## src/rtl/region_bus_splitter.sv

```systemverilog
module region_bus_splitter #(
  parameter int AW = 32,
  parameter int RBITS = 3,
  parameter int CW = 32,
  parameter int MAXLEN = 16,
  parameter logic [31:0] INT_BASE = 32'hFF00_0000,
  parameter logic [31:0] INT_MASK = 32'hFF00_0000
) (
  input  logic                       clk,
  input  logic                       rst_n,
  input  logic                       req_valid,
  input  logic [AW-1:0]              req_addr,
  input  logic [$clog2(MAXLEN+1)-1:0] req_len,
  input  logic                       req_write,
  output logic                       req_ack,
  output logic                       sub_valid,
  input  logic                       sub_ready,
  output logic [AW-1:0]              sub_addr,
  output logic [$clog2(MAXLEN+1)-1:0] sub_len,
  output logic                       sub_write,
  output logic                       sub_internal,
  output logic [CW-1:0]              sub_cfg,
  input  logic                       cfg_wr_valid,
  output logic                       cfg_wr_ready,
  input  logic [RBITS-1:0]           cfg_wr_idx,
  input  logic [CW-1:0]              cfg_wr_data
);
  localparam int LW = $clog2(MAXLEN+1);
  localparam int NREG = 1 << RBITS;

  logic busy, wr, intl;
  logic [AW-1:0] addr;
  logic [LW-1:0] rem;
  logic [NREG-1:0][CW-1:0] regs;
  logic pend_v;
  logic [RBITS-1:0] pend_idx;
  logic [CW-1:0] pend_data;
  logic [2:0] room;

  wire [RBITS-1:0] ridx = addr[AW-1 -: RBITS];
  wire [CW-1:0] cur_cfg = regs[ridx];

  always_comb begin
    case (cur_cfg[1:0])
      2'd0:    room = 3'd1;
      2'd1:    room = addr[0] ? 3'd1 : 3'd2;
      default: room = 3'd4 - {1'b0, addr[1:0]};
    endcase
  end

  wire [LW-1:0] beat = intl ? rem : ((rem < LW'(room)) ? rem : LW'(room));
  wire fire = busy & sub_ready;
  wire last = fire & (beat == rem);

  assign sub_valid    = busy;
  assign sub_addr     = addr;
  assign sub_len      = beat;
  assign sub_write    = wr;
  assign sub_internal = intl;
  assign sub_cfg      = intl ? '0 : cur_cfg;
  assign req_ack      = last;
  assign cfg_wr_ready = !pend_v;

  always_ff @(posedge clk) begin
    if (!rst_n) begin
      busy <= 1'b0;
      wr <= 1'b0;
      intl <= 1'b0;
      addr <= '0;
      rem <= '0;
      regs <= '0;
      pend_v <= 1'b0;
      pend_idx <= '0;
      pend_data <= '0;
    end else begin
      if (!busy) begin
        if (req_valid) begin
          busy <= 1'b1;
          addr <= req_addr;
          rem  <= req_len;
          wr   <= req_write;
          intl <= ((req_addr & INT_MASK) == INT_BASE);
        end
      end else if (fire) begin
        addr <= addr + AW'(beat);
        rem  <= rem - beat;
        if (last) busy <= 1'b0;
      end

      if (!busy) begin
        if (pend_v) begin
          regs[pend_idx] <= pend_data;
          pend_v <= 1'b0;
        end else if (cfg_wr_valid) begin
          regs[cfg_wr_idx] <= cfg_wr_data;
        end
      end else if (cfg_wr_valid && !pend_v) begin
        pend_v <= 1'b1;
        pend_idx <= cfg_wr_idx;
        pend_data <= cfg_wr_data;
      end
    end
  end

  AST_ACK_ON_ACCEPT: assert property (@(posedge clk) disable iff (!rst_n)
    req_ack |-> (sub_valid && sub_ready));
  AST_BEAT_HOLD: assert property (@(posedge clk) disable iff (!rst_n)
    (sub_valid && !sub_ready) |=> (sub_valid && $stable(sub_addr) && $stable(sub_len)));
  AST_CFG_FROZEN: assert property (@(posedge clk) disable iff (!rst_n)
    (busy && $past(busy)) |-> $stable(regs));
  AST_BEAT_NONZERO: assert property (@(posedge clk) disable iff (!rst_n)
    sub_valid |-> (sub_len != 0 && sub_len <= LW'(MAXLEN)));
  AST_EXT_BEAT_FITS: assert property (@(posedge clk) disable iff (!rst_n)
    (sub_valid && !sub_internal) |-> (sub_len <= LW'(4)));
  AST_PEND_BLOCKS: assert property (@(posedge clk) disable iff (!rst_n)
    (!cfg_wr_ready && !sub_valid) |=> cfg_wr_ready);
endmodule

```

## config.mk

```make
export PLATFORM = sky130hd
export DESIGN_NAME = region_bus_splitter
export DESIGN_NICKNAME = d
export VERILOG_FILES = /design/src/rtl/region_bus_splitter.sv
export SDC_FILE = /design/constraint.sdc
export NUM_CORES = 1
export LEC_CHECK = 0
export BUFFER_PORTS_ARGS = -buffer_cell sky130_fd_sc_hd__buf_2
export CORE_MARGIN = 2
export CORE_UTILIZATION = 55
export DETAILED_ROUTE_END_ITERATION = 10
export PLACE_DENSITY_LB_ADDON = 0.3
export SETUP_SLACK_MARGIN = 0.15
export SYNTH_ARGS = -nofsm -noshare
export SYNTH_HDL_FRONTEND = slang
export SYNTH_SLANG_ARGS = --single-unit
export TNS_END_PERCENT = 10
```

## constraint.sdc

```tcl
create_clock -name clk -period 7.5 [get_ports clk]
set_clock_uncertainty 0.1 [all_clocks]
set_input_delay 0.75 -clock clk [delete_from_list [all_inputs] [get_ports clk]]
set_output_delay 0.75 -clock clk [all_outputs]
set_load 0.01 [all_outputs]
```

==> results.sh, run 1 <==
export IMPL_status="finished clean"
export IMPL_post_drt_wl_per_cell_microns=22.6
export IMPL_hp_class="flop to flop"
export IMPL_routed_via_count=16100
export IMPL_firstDrtPassIters=6
export IMPL_critPathMaxStageDelay_ns=1.00
export IMPL_die_h_microns=182
export IMPL_fmax_mhz=168
export IMPL_seq_area_sq_um=6660
export IMPL_netlist_cell_type_count=65
export IMPL_clkPwrFrac_pct=40.7
export IMPL_switching_share_pct=27.4
export IMPL_cap_violations=0
export IMPL_h_tree_depth=2
export IMPL_grt_usage_pct=32.2
export IMPL_holdWs_ns=0.359
export IMPL_power_switching_mw=1.17
export IMPL_cts_resized=0
export IMPL_p_per_area_nw_per_um2=222
export IMPL_overflow=0
export IMPL_yosysSeqAreaShare_pct=38.2
export IMPL_finalMaxSlewViolations=0
export IMPL_syn_mean_instance_area_sq_um=8.77
export IMPL_gp_congestion=0.906
export IMPL_cpMaxStageDelayCell="a21oi_1"
export IMPL_grt_pass1_wl_microns=85500
export IMPL_viasPerCell=6.72
export IMPL_cts_root_buf="clkbuf_16"
export IMPL_cpMostUsedCell="nor2_1"
export IMPL_initial_utilization_pct=55.5
export IMPL_grt_max_degree=110
export IMPL_grt_pass1_vias=15400
export IMPL_grt_antenna_before_repair=0
export IMPL_cts_buffers=36
export IMPL_async_reset_ff_share_pct=0
export IMPL_synth_edf_count=0
export IMPL_wl_microns=54000
export IMPL_port_buffers=151
export IMPL_path_buf_inv=1
export IMPL_synth_area_sq_um=17400
export IMPL_cp_start_kind="flop"
export IMPL_syn_to_final_growth_pct=10.6
export IMPL_worstPathCellList="mux4_2 -> mux2i_4 -> nor2_1 -> inv_1 -> ha_1 -> a2111oi_0 -> nor2_1 -> a211oi_4 -> mux2i_1 -> ha_1 -> a211oi_1 -> o21bai_1 -> a21oi_1 -> nor2_1 -> a311oi_1"
export IMPL_pre_cts_ws_ns=1.65
export IMPL_fp_row_count=65
export IMPL_intPower_mw=3.09
export IMPL_multiInputGateArea_sq_um=9850
export IMPL_ir_drop_v=0.000171
export IMPL_yosysWarnings=0
export IMPL_finalPower_mw=4.26
export IMPL_hold_violations=0
export IMPL_fillers=2723
export IMPL_required_ns=7.82
export IMPL_clock_sinks=332
export IMPL_syn_inst=1983
export IMPL_combinationalPowerShare_pct=14.2
export IMPL_postCtsSetupBuffers=0
export IMPL_fin_area_sq_um=19200
export IMPL_synth_nets=2075
export IMPL_setup_viol=0
export IMPL_drive_above_1_share_pct=16.9
export IMPL_path_max_fanout=32
export IMPL_drtAntennaViolNets=0
export IMPL_core_sq_um=31300
export IMPL_drt_iter0_drc=1891
export IMPL_ys_flop_type="dfxtp_1"
export IMPL_clock_path_buffers=3
export IMPL_n_antenna_cell=0
export IMPL_crit_type="flop to flop"
export IMPL_final_cell_count_no_fill=2391
export IMPL_drc_errors=0
export IMPL_finalSetupTns_ns=0
export IMPL_cp_arrival_ns=6.28
export IMPL_cp_top_family="compound AO/OA/AOI/OAI gates"
export IMPL_period_share_pct=79.4
export IMPL_dieArea_sq_um=33000
export IMPL_rsz0062_at_grt="false"
export IMPL_end_kind="flop"
export IMPL_die_w_microns=182
export IMPL_ios=152
export IMPL_fin_crit_ns=5.96
export IMPL_pwr_share_seq_pct=45.1
export IMPL_setup_ws_ns=1.54
export IMPL_place_area_sq_um=18100
export IMPL_slew_limit_headroom_pct=15.4
export IMPL_place_inst=2327
export IMPL_worst_pin_slew_ns=1.27
export IMPL_clk_pin_slew_ns=0.06
export IMPL_clock_latency_ns=0.52
export IMPL_leakagePower_nw=6.27
export IMPL_final_nets=2055
export IMPL_hpwl_microns=30700
export IMPL_cts_tree="built"
export IMPL_synth_seq_cells=332
export IMPL_cts_hold_buf=0
export IMPL_final_util_pct=61.4
==> final timing paths <==
check                           slack (ns)  cells past startpoint          from          end
worst max-delay path                  1.54                     15  sub_addr[29]  sub_addr[7]
worst min-delay path                  0.36                      2     sub_write    sub_write
worst max register to register        1.54                     15  sub_addr[29]  sub_addr[7]
worst min register to register        0.36                      2     sub_write    sub_write
==> logic make-up (layout without fill, tap and decap cells) <==
| group | count (synthesis) | in the layout | synth area share (%) |
|---|---|---|---|
| compound gates | 650 | 650 | 27.5 |
| mux | 116 | 116 | 11.4 |
| fa+ha+maj | 14 | 14 | 1.09 |
| simple gates | 612 | 612 | 15.8 |
| flops | 332 | 332 | 38.2 |
| xor+xnor | 3 | 3 | 0.151 |
| buf+inv | 256 | 262 | 5.78 |
==> placed cells by master (no fill, tap or decap), drive strengths merged, types with 4 or more instances in the layout <==
cell type,instances
a31oi,9
nand2,131
nand4,11
a221oi,7
a211oi,268
and3,11
ha,12
mux2i,50
inv,11
nand3,17
nor4,5
clkbuf,60
nand2b,5
a21o,4
o21ai,14
and2,39
a311oi,9
mux4,64
nor3,15
buf,187
a22oi,259
nor2b,37
dfxtp,332
o31ai,4
nor3b,7
and3b,6
nor2,316
a21oi,55
==> flip-flops by register name, summed over array words and instances, names as in the netlist <==
| signal | flops |
|---|---|
| sub_addr | 32 |
| regs | 256 |
| rem | 5 |
| pend_idx | 3 |
| sub_write | 1 |
| pend_v | 1 |
| sub_internal | 1 |
| sub_valid | 1 |
| pend_data | 32 |
==> power by group through the flow <==
stage          Clock, mW  Combinational (mW)  Sequential (mW)
6_report            1.73               0.607             1.92
5_1_grt             1.82               0.661             1.93
4_1_cts             1.75               0.601             1.92
3_5_place_dp           0               0.597             1.96
3_3_place_gp           0               0.585             1.95
2_1_floorplan          0               0.434             1.93
==> Yosys cell counts (3+ instances only) <==
cell | count | share of area, %
nor3b_1 | 5 | 0.22
a31oi_1 | 9 | 0.32
and2_1 | 38 | 1.4
inv_1 | 9 | 0.19
clkbuf_1 | 195 | 4.2
or3_1 | 3 | 0.11
nor2_1 | 316 | 6.8
a311oi_1 | 9 | 0.45
and3b_1 | 6 | 0.30
nand2_1 | 131 | 2.8
nand3_1 | 17 | 0.49
a211oi_1 | 267 | 12
a21oi_1 | 48 | 1.4
buf_1 | 17 | 0.37
a22oi_1 | 259 | 11
mux2i_1 | 48 | 2.8
mux4_2 | 64 | 8.3
nand4_1 | 11 | 0.40
buf_2 | 32 | 0.92
and4_1 | 3 | 0.15
ha_1 | 12 | 0.86
nor4_1 | 4 | 0.14
nand2b_1 | 5 | 0.18
a21o_1 | 4 | 0.17
nor2b_1 | 37 | 1.3
and3_1 | 11 | 0.40
nor3_1 | 14 | 0.40
a21oi_2 | 7 | 0.35
o21ai_0 | 13 | 0.37
o31ai_1 | 4 | 0.17
dfxtp_1 | 332 | 38
a221oi_1 | 7 | 0.35
==> worst register-to-register path: cells and delay by family (launching register included) <==
kind	cells	cell delay, ns
AOI/OAI and AO/OA	6	2.55
muxes	3	1.39
DFF	1	0.73
adders and majority gates	2	0.58
and+or+nand+nor	3	0.45
buffers and inverters	1	0.07
==> layout make-up <==
cell class,instances,area share [%]
flip-flops and latches,332,34.6
well taps,402,2.62
multi-input cells,1395,51.2
inverters,11,0.254
repair buffers,187,5.34
clock buffers,60,5.84
clock inverters,4,0.117
==> routing by layer <==
metal | vias to the layer above | routed length, microns | GRT usage [%]
li1 | 7398 | - | -
met2 | 830 | 24600 | 52.4
met1 | 7664 | 22300 | 43.0
met5 | - | 0 | 0
met4 | 0 | 2220 | 12.9
met3 | 166 | 4910 | 5.44
(Power assumes the default switching activity.)
==> run 2: changes to the inputs <==
Settings changed: ABC_AREA set to 1.
Clock period 7.5 ns to 5.69 ns, I/O delays scaled along.
==> results.sh, run 2 <==
export IMPL_status="finished clean"
export IMPL_setup_reg_to_reg_worst_slack_ns=0.76
export IMPL_grt_max_degree=197
export IMPL_async_reset_ff_share_pct=0
export IMPL_clock_sinks=332
export IMPL_end_kind="output port"
export IMPL_post_drt_wl_per_cell_microns=19.4
export IMPL_hold_path_endpoint="sub_write"
export IMPL_hp_class="input pin to flop"
export IMPL_fp_row_count=66
export IMPL_setup_viol=0
export IMPL_hpwl_microns=35700
export IMPL_clock_latency_ns=0.54
export IMPL_port_buffers=151
export IMPL_cpMaxStageDelayCell="dfxtp_4"
export IMPL_finalMaxSlewViolations=0
export IMPL_ys_flop_type="dfxtp_1"
export IMPL_fin_crit_ns=5.33
export IMPL_core_sq_um=32400
export IMPL_place_inst=3101
export IMPL_cts_hold_buf=0
export IMPL_final_nets=2790
export IMPL_netlist_cell_type_count=38
export IMPL_holdPathStages=3
export IMPL_cts_tree="built"
export IMPL_syn_mean_instance_area_sq_um=6.68
export IMPL_synth_nets=2781
export IMPL_drt_iter0_drc=2416
export IMPL_drc_errors=0
export IMPL_synth_area_sq_um=18000
export IMPL_fmax_mhz=188
export IMPL_drtAntennaViolNets=0
export IMPL_clock_path_buffers=3
export IMPL_worst_pin_slew_ns=1.20
export IMPL_cts_root_buf="clkbuf_16"
export IMPL_drive_above_1_share_pct=10.6
export IMPL_p_per_area_nw_per_um2=327
export IMPL_syn_inst=2689
export IMPL_clk_pin_slew_ns=0.06
export IMPL_final_cell_count_no_fill=3170
export IMPL_routed_via_count=19800
export IMPL_period_share_pct=93.7
export IMPL_yosysSeqAreaShare_pct=37.0
export IMPL_finalSetupTns_ns=0
export IMPL_synth_area_top_cells="dfxtp_1 (37%), o21ai_0 (12%), a21oi_1 (12%), o22ai_1 (9.1%), inv_1 (7.3%)"
export IMPL_synth_edf_count=0
export IMPL_cp_start_kind="flop"
export IMPL_initial_utilization_pct=55.5
export IMPL_grt_pass1_vias=18500
export IMPL_synth_area_leader_cell="dfxtp_1"
export IMPL_yosysWarnings=0
export IMPL_wl_microns=61400
export IMPL_worstHoldStart="req_write"
export IMPL_required_ns=5.02
export IMPL_holdWs_ns=0.212
export IMPL_yosysMostFrequentCell="o21ai_0"
export IMPL_cap_violations=0
export IMPL_syn_to_final_growth_pct=10.8
export IMPL_grt_antenna_before_repair=4
export IMPL_ios=152
export IMPL_slew_limit_headroom_pct=19.9
export IMPL_path_max_fanout=45
export IMPL_path_buf_inv=3
export IMPL_largest_register_ffs=256
export IMPL_worstPathCellList="buf_4 -> nor2_1 -> nor2_1 -> nand2_1 -> nand3_1 -> nand2_1 -> inv_2 -> nand2_1 -> ha_1 -> a2111oi_0 -> nand2_2 -> nand3_1 -> nand2_1 -> ha_1 -> nand2_1 -> nor4_1 -> buf_2"
export IMPL_overflow=0
export IMPL_cts_resized=0
export IMPL_r2r_start="sub_addr[29]"
export IMPL_final_common_cell="o21ai_0"
export IMPL_ir_drop_v=0.000209
export IMPL_h_tree_depth=2
export IMPL_cpMostUsedCell="nand2_1"
export IMPL_cts_buffers=37
export IMPL_gp_congestion=0.929
export IMPL_dieArea_sq_um=34100
export IMPL_grt_pass1_wl_microns=96700
export IMPL_leakagePower_nw=7.70
export IMPL_rr_endpoint="sub_addr[8]"
export IMPL_hold_violations=0
export IMPL_critPathMaxStageDelay_ns=0.57
export IMPL_cp_arrival_ns=4.66
export IMPL_grt_usage_pct=35.3
export IMPL_rsz0062_at_grt="false"
export IMPL_yosysTopAreaCellShare_pct=37.0
export IMPL_rr_worst_depth=22
export IMPL_crit_type="flop to output port"
export IMPL_firstDrtPassIters=7
export IMPL_cp_top_family="simple AND/OR/NAND/NOR gates"
export IMPL_regMostFlops="regs"
export IMPL_synth_seq_cells=332
export IMPL_die_h_microns=185
export IMPL_ys_top_cells_by_count="o21ai_0 (445), a21oi_1 (421), inv_1 (348)"
export IMPL_final_cell_mix="o21ai_0 (445), a21oi_1 (421), inv_1 (348), dfxtp_1 (329), nand2_1 (299)"
export IMPL_viasPerCell=6.25
export IMPL_die_w_microns=185
export IMPL_finalPower_mw=6.50
export IMPL_postCtsSetupBuffers=0
==> run 2: changes by cell type after synthesis, sizes merged, moves of 39 or more <==
cell    change
o22ai     +259
nor2      -181
nand2     +178
and2       -39
a211oi    -264
inv       +345
a22oi     -259
a21oi     +367
clkbuf     -39
o21ai     +433
mux2i      -50
mux4       -64
nand3      +94
==> run 2: cell families (layout without fill, tap and decap cells) <==
family	count (synthesis)	after routing	share of synthesized area (%)
other	0	4	0
AO/OA/AOI/OAI	1169	1169	34.8
buffers and inverters	573	608	12.5
flip-flops	332	332	37.0
XOR/XNOR	10	10	0.488
adder cells (fa/ha/maj)	14	14	1.06
AND/OR/NAND/NOR	591	591	14.2
==> run 2: routing by layer <==
layer | vias to the layer above | global-route usage [%] | routed length [microns]
met4 | 0 | 18.3 | 2810
met2 | 1225 | 57.3 | 27400
met3 | 232 | 7.27 | 7120
met1 | 9093 | 44.3 | 24100
met5 | - | 0 | 0
li1 | 9261 | - | -
==> run 2: where the power goes <==
group | switching (mW) | internal (mW)
sequential | 0.117 | 2.50
combinational | 0.999 | 0.476
clock | 0.993 | 1.42
==> run 2: worst min-delay path: cells and delay by family <==
kind                   cells  cell delay, ns
AOI/OAI and AO/OA          1            0.09
buffers and inverters      1            0.07
and+or+nand+nor            1            0.08
==> run 2: worst max path at each step <==
| stage | slack (ns) | endpoint | depth (start not counted) | from |
|---|---|---|---|---|
| finish | 0.36 | req_ack | 17 | sub_addr[29] |
| global route | 0.18 | req_ack | 17 | sub_addr[29] |
| CTS | 0.44 | req_ack | 17 | sub_addr[29] |
| detailed placement | 0.87 | sub_addr[8] | 22 | sub_addr[29] |
| global placement | 1.06 | sub_addr[8] | 22 | sub_addr[29] |
| floorplan | 1.65 | sub_addr[8] | 24 | sub_addr[29] |
==> run 2: area by class of cell <==
class / instances / area, sq um
timing repair buffer: 186 / 1040
antenna: 4 / 10.0
clock buffer: 56 / 1170
tap: 442 / 553
sequential: 332 / 6650
clock inverter: 9 / 48.8
fill: 3080 / 12500
multi-input combinational: 1784 / 9080
inverter: 357 / 1340
==> run 2: per-stage QoR <==
step | utilization, % | worst slack (ns) | cell area (sq um)
6_report | 61.5 | 0.359 | 19900
5_1_grt | 61.4 | 0.178 | 19900
2_1_floorplan | - | 1.65 | 18000
3_5_place_dp | 57.7 | 0.873 | 18700
4_1_cts | 61.4 | 0.445 | 19900
3_3_place_gp | 57.7 | 1.06 | 18700
